$ cat src/rtl/acs4_pkg.sv
package acs4_pkg;
  localparam int NUM_STATES = 4;
  localparam int STATE_W    = $clog2(NUM_STATES);
  localparam int SYM_W      = 2;
  localparam int METRIC_W   = 4;
  localparam int NUM_SNAP   = 8;
  localparam int TIME_W     = $clog2(NUM_SNAP);
  localparam int METRIC_MAX = (1 << METRIC_W) - 1;
  localparam int INIT_FAR   = 7;
  localparam int ENTRY_W    = 2 * (STATE_W + SYM_W);

  typedef logic [METRIC_W-1:0] metric_t;
  typedef logic [STATE_W-1:0]  state_t;
  typedef logic [SYM_W-1:0]    sym_t;
  typedef logic [TIME_W-1:0]   tidx_t;

  // strobes from control to datapath
  typedef struct packed {
    logic  step;
    logic  restart;
    tidx_t srcIdx;
    tidx_t dstIdx;
  } stepCtl_t;

  // starting metric for a state at the head of a window
  function automatic metric_t initMetric(int s);
    return (s == 0) ? metric_t'(0) : metric_t'(INIT_FAR);
  endfunction

  // merged lookup: {predLow, symLow, predHigh, symHigh} per present state
  function automatic logic [ENTRY_W-1:0] predEntry(state_t s);
    logic [ENTRY_W-1:0] e;
    case (s)
      2'd0:    e = {2'd0, 2'b00, 2'd1, 2'b11};
      2'd1:    e = {2'd2, 2'b10, 2'd3, 2'b01};
      2'd2:    e = {2'd0, 2'b11, 2'd1, 2'b00};
      default: e = {2'd2, 2'b01, 2'd3, 2'b10};
    endcase
    return e;
  endfunction

  function automatic logic [METRIC_W:0] hamming(sym_t a, sym_t b);
    logic [METRIC_W:0] n;
    n = '0;
    for (int i = 0; i < SYM_W; i++) n = n + (METRIC_W+1)'(a[i] ^ b[i]);
    return n;
  endfunction
endpackage

$ cat src/rtl/acs4_acs_unit.sv
module acs4_acs_unit
  import acs4_pkg::*;
(
  input  state_t                           presentState,
  input  sym_t                             symIn,
  input  logic [NUM_STATES*METRIC_W-1:0]   srcMetrics,
  output metric_t                          newMetric
);
  logic [ENTRY_W-1:0] entry;
  state_t predLo, predHi;
  sym_t   symLo, symHi;
  logic [METRIC_W:0] sumLo, sumHi;
  metric_t satLo, satHi;

  always_comb begin
    entry  = predEntry(presentState);
    predLo = entry[ENTRY_W-1 -: STATE_W];
    symLo  = entry[ENTRY_W-STATE_W-1 -: SYM_W];
    predHi = entry[STATE_W+SYM_W-1 -: STATE_W];
    symHi  = entry[SYM_W-1:0];
    sumLo  = {1'b0, srcMetrics[predLo*METRIC_W +: METRIC_W]} + hamming(symIn, symLo);
    sumHi  = {1'b0, srcMetrics[predHi*METRIC_W +: METRIC_W]} + hamming(symIn, symHi);
    satLo  = (sumLo > (METRIC_W+1)'(METRIC_MAX)) ? metric_t'(METRIC_MAX) : sumLo[METRIC_W-1:0];
    satHi  = (sumHi > (METRIC_W+1)'(METRIC_MAX)) ? metric_t'(METRIC_MAX) : sumHi[METRIC_W-1:0];
    // equal sums keep the lower-numbered predecessor
    newMetric = (satHi < satLo) ? satHi : satLo;
  end
endmodule

$ cat src/rtl/acs4_ctrl.sv
module acs4_ctrl
  import acs4_pkg::*;
(
  input  logic     clk,
  input  logic     rst,
  input  logic     symValid,
  output stepCtl_t ctl,
  output tidx_t    timeIdx,
  output logic     stepDone
);
  localparam tidx_t LAST_IDX = tidx_t'(NUM_SNAP - 1);
  localparam tidx_t FIRST_STEP = tidx_t'(1);

  logic atLast;

  always_comb begin
    atLast      = (timeIdx == LAST_IDX);
    ctl.step    = symValid;
    ctl.restart = symValid && atLast;
    ctl.srcIdx  = timeIdx;
    ctl.dstIdx  = atLast ? FIRST_STEP : timeIdx + tidx_t'(1);
  end

  always_ff @(posedge clk) begin
    if (rst) begin
      timeIdx  <= '0;
      stepDone <= 1'b0;
    end else begin
      stepDone <= symValid;
      if (symValid) timeIdx <= ctl.dstIdx;
    end
  end
endmodule

$ cat src/rtl/acs4_datapath.sv
module acs4_datapath
  import acs4_pkg::*;
(
  input  logic                           clk,
  input  logic                           rst,
  input  stepCtl_t                       ctl,
  input  sym_t                           symIn,
  input  tidx_t                          rdTime,
  output logic [NUM_STATES*METRIC_W-1:0] rdMetrics,
  output state_t                         bestState
);
  metric_t snap [NUM_SNAP][NUM_STATES];
  logic [NUM_STATES*METRIC_W-1:0] srcFlat;
  metric_t newMetric [NUM_STATES];
  state_t  minIdx;
  metric_t minVal;

  always_comb begin
    for (int s = 0; s < NUM_STATES; s++)
      srcFlat[s*METRIC_W +: METRIC_W] = ctl.restart ? initMetric(s) : snap[ctl.srcIdx][s];
  end

  for (genvar g = 0; g < NUM_STATES; g++) begin : g_acs
    acs4_acs_unit u_acs (
      .presentState (state_t'(g)),
      .symIn        (symIn),
      .srcMetrics   (srcFlat),
      .newMetric    (newMetric[g])
    );
  end

  // strict compare keeps the lowest-numbered state on ties
  always_comb begin
    minIdx = '0;
    minVal = newMetric[0];
    for (int s = 1; s < NUM_STATES; s++) begin
      if (newMetric[s] < minVal) begin
        minIdx = state_t'(s);
        minVal = newMetric[s];
      end
    end
  end

  always_ff @(posedge clk) begin
    if (rst) begin
      for (int t = 0; t < NUM_SNAP; t++)
        for (int s = 0; s < NUM_STATES; s++)
          snap[t][s] <= (t == 0) ? initMetric(s) : metric_t'(0);
      bestState <= '0;
    end else if (ctl.step) begin
      if (ctl.restart) begin
        for (int t = 0; t < NUM_SNAP; t++)
          for (int s = 0; s < NUM_STATES; s++)
            snap[t][s] <= (t == 0) ? initMetric(s) : metric_t'(0);
      end
      for (int s = 0; s < NUM_STATES; s++) snap[ctl.dstIdx][s] <= newMetric[s];
      bestState <= minIdx;
    end
  end

  always_comb begin
    for (int s = 0; s < NUM_STATES; s++)
      rdMetrics[s*METRIC_W +: METRIC_W] = snap[rdTime][s];
  end
endmodule

$ cat src/rtl/acs4_metric_unit.sv
module acs4_metric_unit
  import acs4_pkg::*;
(
  input  logic                                 clk,
  input  logic                                 rst,
  input  logic                                 symValid,
  input  logic [SYM_W-1:0]                     symIn,
  input  logic [TIME_W-1:0]                    rdTime,
  output logic [STATE_W-1:0]                   bestState,
  output logic [TIME_W-1:0]                    timeIdx,
  output logic                                 stepDone,
  output logic [NUM_STATES*METRIC_W-1:0]       rdMetrics
);
  stepCtl_t ctl;

  acs4_ctrl u_ctrl (
    .clk      (clk),
    .rst      (rst),
    .symValid (symValid),
    .ctl      (ctl),
    .timeIdx  (timeIdx),
    .stepDone (stepDone)
  );

  acs4_datapath u_dp (
    .clk       (clk),
    .rst       (rst),
    .ctl       (ctl),
    .symIn     (symIn),
    .rdTime    (rdTime),
    .rdMetrics (rdMetrics),
    .bestState (bestState)
  );
endmodule

$ cat config.mk
export PLATFORM = sky130hd
export DESIGN_NAME = acs4_metric_unit
export DESIGN_NICKNAME = d
export VERILOG_FILES = /design/src/rtl/acs4_pkg.sv /design/src/rtl/acs4_acs_unit.sv /design/src/rtl/acs4_ctrl.sv /design/src/rtl/acs4_datapath.sv /design/src/rtl/acs4_metric_unit.sv
export SDC_FILE = /design/constraint.sdc
export NUM_CORES = 1
export LEC_CHECK = 0
export BUFFER_PORTS_ARGS = -buffer_cell sky130_fd_sc_hd__buf_2
export CORE_ASPECT_RATIO = 1.2
export CORE_MARGIN = 3
export CORE_UTILIZATION = 40
export DETAILED_ROUTE_END_ITERATION = 12
export PLACE_DENSITY_LB_ADDON = 0.1
export SLEW_MARGIN = 40
export SYNTH_ARGS = -nofsm -noshare
export SYNTH_HDL_FRONTEND = slang
export SYNTH_SLANG_ARGS = --single-unit
$ cat constraint.sdc
create_clock -name clk -period 13.62 [get_ports clk]
set_input_delay 0.681 -clock clk [delete_from_list [all_inputs] [get_ports clk]]
set_output_delay 0.681 -clock clk [all_outputs]
set_load 0.01 [all_outputs]
* Word-level counts from Yosys, hierarchy flattened
Memories as Yosys holds them, arrays and structs flattened. A register that Yosys moved wholly into a read port is not among the register bits. Index checks and enable logic that the tools add are counted.
Storage, ports and cells: register bits after elaboration 6, memory bits (writable) 128, input bits 8, logic and storage cells 133, memories kept 1
Operators by class: add/sub/neg operators 13, order comparisons 15, equal/unequal tests 1, multiplexer cells 65, bitwise operators 34, reduce and logical (&&, ||, !) cells 1
Memories:
- u_dp.snap | words 8, bits a word 16, read ports 2, clocked after memory_dff 1, write ports 9, RTL line acs4_datapath.sv:12 | metric_t snap [NUM_SNAP][NUM_STATES];
Operator list (number):
- 4-bit two-way mux | 50
- 5-bit by 4-bit > comparator with 1-bit output (second input constant) | 8
- 1-bit bitwise OR | 32
- 4-bit less-than comparator | 7
- 4-bit by 2-bit adder with 5-bit output | 4
- 4-bit by 5-bit adder with 5-bit output | 4
- 1-bit two-way mux | 10
- 3-bit two-way mux | 3
- 1-bit by 1-bit adder with 2-bit output | 4
- 2-bit two-way mux | 2
- 3-bit by 1-bit adder with 3-bit output (second input constant) | 1
- 3-bit == test (second input constant) | 1
- 1-bit inverter | 2
- 1-bit logical AND | 1

* Logic depth before layout (Yosys ltp)
Gate-level depths: netlist of the first run.
depth after elaboration 14, depth in mapped cells 38

* Cells and area by module
Synthesis of the first run repeated with hierarchy kept, for this count alone.
Second synthesis, totals: cell total of the unflattened synthesis 828, area total of the unflattened synthesis 10127.2 sq um
Modules (own cells, without submodules):
- acs4_datapath | times used 1, cells an instance 488, area each 7255.7 sq um, seq. area each 3883.7 sq um
- acs4_acs_unit at u_dp.g_acs[1].u_acs ... | times used 2, cells an instance 81, area each 675.6 sq um, seq. area each 0.0 sq um
- acs4_acs_unit at u_dp.g_acs[0].u_acs | times used 1, cells an instance 85, area each 690.7 sq um, seq. area each 0.0 sq um
- acs4_acs_unit at u_dp.g_acs[3].u_acs | times used 1, cells an instance 73, area each 624.3 sq um, seq. area each 0.0 sq um
- acs4_ctrl | times used 1, cells an instance 20, area each 205.2 sq um, seq. area each 80.1 sq um

* Worst setup path after synthesis of the first run
No wires, ideal clock.
kind register to register, from reg with a tool-made name, to reg u_dp.bestState[1], library setup time 0.091 ns, arrival time 8.113 ns, path slack 5.416 ns, stages on the path, launching flop included 35, buffers on the path 2, path through dfxtp_1 -> buf_4 -> buf_1 -> mux4_2 -> mux2i_1 -> nor2_1 -> ha_1 -> ha_1 -> a41oi_1 -> mux2_2 -> ha_1 -> a221o_1 -> or2_1 -> o221a_2 -> mux2i_4 -> ha_1 -> o211ai_1 -> nor3_1 -> nor4_2 -> mux2_2 -> ha_1 -> o21ai_0 -> nand2b_1 -> a21oi_1 -> a221oi_1 -> o21ai_1 -> nand2b_1 -> mux2_2 -> ha_1 -> a21oi_1 -> nor2b_1 -> o21ai_0 -> a21boi_0 -> nand4_1 -> a311oi_1
RTL lines:
- to (signal assigned) | RTL line acs4_datapath.sv:57 | bestState <= minIdx;
- to (decl) | RTL line acs4_datapath.sv:10 | output state_t bestState

==> results.py, run 1 <==
metrics = {
    "detailed_routing": {
        "wirelength_mm": 26.98,
        "drt_iter0_drc": 567,
        "num_vias": 6551,
        "avgViaCountPerCell": 6.021,
        "drt-pass1-iter-count": 5,
        "wl_per_cell_um": 24.80,
        "ant_nets": 0,
        "remaining_drc_errors": 0,
    },
    "clock_network": {
        "cts_tree": "done",
        "cts_inserted_buffers": 17,
        "htree_levels": 4,
        "cts-root-buf": "clkbuf_16",
        "cts_resized": 0,
        "postCtsHoldBufs": 0,
        "cts.sinks": 137,
        "cts_buffer_depth": 2,
        "insertion_delay_ps": 420,
        "cts_setup_buffers": 0,
        "cts.clk_slew.worst_paths_ps": 60,
    },
    "synthesis": {
        "synthDistinctLibCells": 66,
        "ys_seq_area_share_pct": 45.19,
        "synth_flop_cell": "edfxtp_1",
        "synth.largest_area_cell": "edfxtp_1",
        "syn_nets": 843,
        "netlist_area_sq_um": 8904,
        "synthArstFlopShare_pct": 0,
        "yosysTopAreaCellShare_pct": 43.17,
        "ys_top_cells_by_area": "edfxtp_1, mux4_2, nor2_1, ha_1, mux2i_1",
        "syn_area_per_cell_sq_um": 11.33,
        "yosysMostFrequentCell": "nor2_1",
        "yosysWarnings": 0,
        "synth_common_cells": "nor2_1, edfxtp_1, nand2_1",
        "synth_edf_count": 128,
        "syn_inst": 786,
        "ys_ff_latch": 137,
    },
    "global_route": {
        "track_usage_pct": 22.99,
        "grt-ovfl-total": 0,
        "grt_max_degree": 49,
        "grt_pass1_vias": 6726,
        "grt_busiest_layer": "met2",
        "grt_use_met3_pct": 3.692,
        "use_met1_pct": 31.08,
        "grt_use_met2_pct": 38.71,
        "grt_pass1_wl_mm": 41.07,
        "antenna_found_initial": 0,
    },
    "power_and_ir_drop": {
        "power.share.sequential_pct": 29.7,
        "power.density_nw_per_um2": 170.5,
        "p_sw_w": 0.0006331,
        "ir_drop_v": 0.00007368,
        "power.leakage_nw": 3.751,
        "swShare_pct": 37.38,
        "clkPwrFrac_pct": 28.0,
        "power_frac_comb_pct": 42.3,
        "power.internal_w": 0.001060,
    },
    "setup_path": {
        "start_kind": "flip-flop",
        "critical_path_class": "flip-flop to flip-flop",
        "cpPeakStageDelay_ps": 590,
        "cp_max_fo": 23,
        "arrival_ps": 9430,
        "crit_required_ps": 13950,
        "worst_path_most_repeated_cell": "ha_1",
        "end_kind": "flip-flop",
        "worst_path_max_delay_cell": "nor2b_1",
    },
    "sta": {
        "setup_viol": 0,
        "skew_ps": 12.50,
        "rsz0062_at_grt": "false",
        "drv_slew": 0,
        "worstMarginPinSlew_ps": 870.8,
        "hold_violations": 0,
        "maxSlewHeadroom_pct": 41.95,
        "fmax_mhz": 110.0,
        "min_period_ps": 9094,
        "min_period_over_period_pct": 66.77,
        "tns_ps": 0,
    },
    "worst_hold_path": {
        "min_path_type": "flip-flop to flip-flop",
    },
    "final_layout": {
        "nFillCells": 2045,
        "post-route-util_pct": 45.61,
        "nets": 858,
        "antennaDiodeCount": 0,
        "layout-drive-gt1-share_pct": 21.62,
        "syn2layout_area_growth_pct": 11.57,
    },
    "run_status": {
        "status": "finished clean",
    },
    "run": {
        "cap_violations": 0,
    },
    "floorplanning": {
        "fp.dieH_um": 169.4,
        "initial_core_util_pct": 40.88,
        "num_rows": 59,
        "fp.dieW_um": 142.2,
        "core_area_sq_um": 21780,
        "die-area_sq_um": 24090,
        "pin_count": 30,
    },
    "place": {
        "portBuffers": 29,
        "finalWeightedCongestion": 0.8828,
        "dp_hpwl_mm": 18.35,
    },
}
## cell families after synthesis
group / share of synthesized area [%]
DFF: 45.19
and+or+nand+nor: 13.81
AOI/OAI and AO/OA: 8.727
adders and majority gates: 7.392
muxes: 20.42
buffers and inverters: 4.258
xor gates and xnor gates: 0.1968
## area by class of cell
type	count	area, sq um	area share (%)
Clock buffer	21	460.4	4.635
Clock inverter	11	146.4	1.474
Inverter	45	168.9	1.700
Multi-Input combinational cell	559	4553	45.84
Sequential cell	137	4026	40.53
Tap cell	274	342.8	3.451
Timing Repair Buffer	41	235.2	2.368
## power groups by stage
stage | clock network, W | registers, W | logic [W]
floorplan | 0 | 0.000507 | 0.000511
global placement | 0 | 0.000510 | 0.000672
detailed placement | 0 | 0.000511 | 0.000705
CTS | 0.000477 | 0.000503 | 0.000708
global route | 0.000496 | 0.000506 | 0.000790
finish | 0.000474 | 0.000503 | 0.000716
## critical path, delay by kind of cell (launching register included)
family / cells / cell delay, ps
adders and majority gates: 5 / 1310
xor gates and xnor gates: 1 / 210
DFF: 1 / 310
buffers and inverters: 2 / 490
and+or+nand+nor: 9 / 2060
muxes: 4 / 1510
AOI/OAI and AO/OA: 13 / 3080
## final timing paths
path	from	depth (start not counted)	end	slack, ps
worst max-delay path	flip-flop	34	u_dp.bestState[1]	4530
worst min-delay path	u_dp.bestState[1]	2	u_dp.bestState[1]	510
worst max register to register	flip-flop	34	u_dp.bestState[1]	4530
worst min register to register	u_dp.bestState[1]	2	u_dp.bestState[1]	510
## per-layer routing
| metal | part of all wire (%) | routed length, um |
|---|---|---|
| met1 | 43 | 11470 |
| met2 | 50 | 13430 |
| met3 | 6.2 | 1673 |
| met4 | 1.5 | 405 |
| met5 | 0 | 0 |
## metrics by stage
stage | cells | instance area (sq um) | setup WS [ps] | power (W) | hold slack (ps)
2_1_floorplan | 786 | 8904 | 5416 | 0.001017 | 498.0
3_3_place_gp | 1055 | 9265 | 4736 | 0.001182 | 520.8
3_5_place_dp | 1056 | 9320 | 4602 | 0.001216 | 498.6
4_1_cts | 1088 | 9927 | 4578 | 0.001688 | 506.7
5_1_grt | 1088 | 9933 | 3811 | 0.001792 | 572.5
6_report | 1088 | 9933 | 4526 | 0.001694 | 508.3
## cell usage in the layout, fill, tap and decap left out, types with 3 or more instances in the layout
| cell type | instances |
|---|---|
| nor2_1 | 156 |
| edfxtp_1 | 128 |
| mux4_2 | 48 |
| inv_1 | 44 |
| nand2_1 | 43 |
| ha_1 | 43 |
| mux2i_1 | 39 |
| a21oi_1 | 30 |
| buf_2 | 29 |
| mux2_2 | 25 |
| clkbuf_16 | 17 |
| nor2b_1 | 14 |
| nor3_1 | 14 |
| buf_4 | 12 |
| nand3_1 | 10 |
| nand2b_1 | 10 |
| o21ai_0 | 10 |
| nand2_2 | 8 |
| a22oi_1 | 7 |
| o21a_1 | 7 |
| dfxtp_1 | 7 |
| a31oi_1 | 6 |
| o211ai_1 | 6 |
| fa_1 | 6 |
| and2_1 | 5 |
| nand4_1 | 4 |
| and3_1 | 4 |
| a21boi_0 | 4 |
| and4_1 | 3 |
| o31ai_1 | 3 |
| bufinv_16 | 3 |
| clkinv_2 | 3 |
| clkinv_4 | 3 |
## registers in the layout (all words and copies together), names as in the netlist, named ones only
register and flops:
u_dp.snap 128, u_ctrl.stepDone 1, u_ctrl.timeIdx 3, u_dp.bestState 2
No activity file was read; power rests on OpenSTA's default activity.
==> inputs of run 2 (changes only) <==
==> constraint.sdc (replaced) <==
create_clock -name clk -period 9.4 [get_ports clk]
set_input_delay 0.47 -clock clk [delete_from_list [all_inputs] [get_ports clk]]
set_output_delay 0.47 -clock clk [all_outputs]
set_load 0.01 [all_outputs]
==> results.py, run 2 (same netlist as run 1, synthesis figures left out) <==
metrics = {
    "run_status": {
        "status": "finished clean",
    },
    "final_layout": {
        "final_cells": 1096,
        "syn2layout_area_growth_pct": 12.27,
        "regArea_sq_um": 4026,
        "multi_input_area_sq_um": 4556,
        "nFillCells": 1968,
        "largest_reg_flops": 128,
        "post-route-util_pct": 45.90,
        "final_common_cell": "nor2_1",
        "top_regs": "u_dp.snap x128, u_ctrl.timeIdx x3, u_dp.bestState x2",
        "top_register": "u_dp.snap",
        "layout-drive-gt1-share_pct": 22.14,
        "antennaDiodeCount": 0,
        "final_cell_mix": "nor2_1, edfxtp_1, mux4_2",
        "nets": 866,
    },
    "clock_network": {
        "postCtsHoldBufs": 0,
        "htree_levels": 4,
        "cts.clk_slew.worst_paths_ps": 60,
        "insertion_delay_ps": 420,
        "cts_inserted_buffers": 17,
        "cts.sinks": 137,
        "cts_buffer_depth": 2,
        "cts_tree": "done",
        "cts-root-buf": "clkbuf_16",
    },
    "setup_path": {
        "worst_path_most_repeated_cell": "ha_1",
        "crit_cells": 35,
        "crit_required_ps": 9730,
        "cpPeakStageDelay_ps": 410,
        "worst_path_max_delay_cell": "a221o_1",
        "r2r_cells": 35,
        "arrival_ps": 9040,
        "critPathBufInv": 1,
        "start_kind": "flip-flop",
        "cp_max_fo": 6,
        "cp_top_family": "compound AO/OA/AOI/OAI gates",
        "end_kind": "flip-flop",
        "critical_path_class": "flip-flop to flip-flop",
    },
    "detailed_routing": {
        "wl_met2_mm": 13.18,
        "drt-pass1-iter-count": 4,
        "wl_per_cell_um": 24.39,
        "ant_nets": 0,
        "top_layer": "met4",
        "wirelength_mm": 26.73,
        "remaining_drc_errors": 0,
        "drt_iter0_drc": 466,
        "avgViaCountPerCell": 6.005,
        "wl_met3_mm": 1.469,
        "wl_met1_mm": 11.53,
        "num_vias": 6581,
    },
    "floorplanning": {
        "die-area_sq_um": 24090,
        "fp.dieW_um": 142.2,
        "num_rows": 59,
        "initial_core_util_pct": 40.88,
        "core_area_sq_um": 21780,
        "pin_count": 30,
        "fp.dieH_um": 169.4,
    },
    "sta": {
        "min_period_ps": 8711,
        "maxSlewHeadroom_pct": 49.09,
        "hold_violations": 0,
        "drv_slew": 0,
        "rsz0062_at_grt": "false",
        "tns_ps": 0,
        "worstMarginPinSlew_ps": 748.8,
        "min_period_over_period_pct": 92.67,
        "fmax_mhz": 114.8,
        "skew_ps": 10.87,
        "setup_viol": 0,
    },
    "run": {
        "cap_violations": 0,
    },
    "worst_hold_path": {
        "hold_path_depth": 2,
        "min_path_type": "input port to flip-flop",
    },
    "place": {
        "finalWeightedCongestion": 0.8377,
        "portBuffers": 29,
        "dp_hpwl_mm": 17.90,
        "dp_cells": 1063,
    },
    "power_and_ir_drop": {
        "power.leakage_nw": 3.800,
        "ir_drop_v": 0.0001248,
        "p_total_w": 0.002468,
        "power.density_nw_per_um2": 246.9,
    },
    "global_route": {
        "track_usage_pct": 22.53,
        "grt-ovfl-total": 0,
        "grt_pass1_wl_mm": 40.24,
        "grt_pass1_vias": 6753,
        "grt_max_degree": 33,
        "antenna_found_initial": 0,
    },
}
[run 2: area by class of cell]
| class | instances | share of cell area (%) |
|---|---|---|
| clock inverter | 13 | 1.765 |
| sequential | 137 | 40.28 |
| tap | 274 | 3.430 |
| timing repair buffer | 49 | 2.929 |
| inverter | 45 | 1.690 |
| clock buffer | 19 | 4.331 |
| multi-input combinational | 559 | 45.58 |
[run 2: where the power goes]
group / switching (W) / internal, W
logic: 0.000627 / 0.000407
clock network: 0.000259 / 0.000442
registers: 0.0000243 / 0.000709
[run 2: per-stage QoR]
stage	area [sq um]	worst slack, ps	hold WS, ps
final	9996	689.1	368.6
after global routing	9996	53.84	363.4
after CTS	9982	557.2	357.7
after detailed placement	9373	604.3	496.0
after global placement	9310	622.2	494.0
after floorplan	8904	1196	498.0
[run 2: final timing paths]
kind,start,end,slack (ps)
max reg2reg,u_ctrl.timeIdx[0],u_dp.bestState[1],690
min,rst,u_dp.bestState[1],370
min reg2reg,u_dp.bestState[1],u_dp.bestState[1],500
max,u_ctrl.timeIdx[0],u_dp.bestState[1],690
[run 2: layer usage]
metal / track usage [%] / vias up
li1: - / 2944
met1: 29.87 / 3364
met2: 37.52 / 230
met3: 4.369 / 43
met4: 6.886 / 0
met5: 0 / -
[run 2: repair_timing]
item                       in CTS  in global routing
setup buffers                   0                  1
gates resized for setup         0                  1
setup endpoints to repair       0                  1
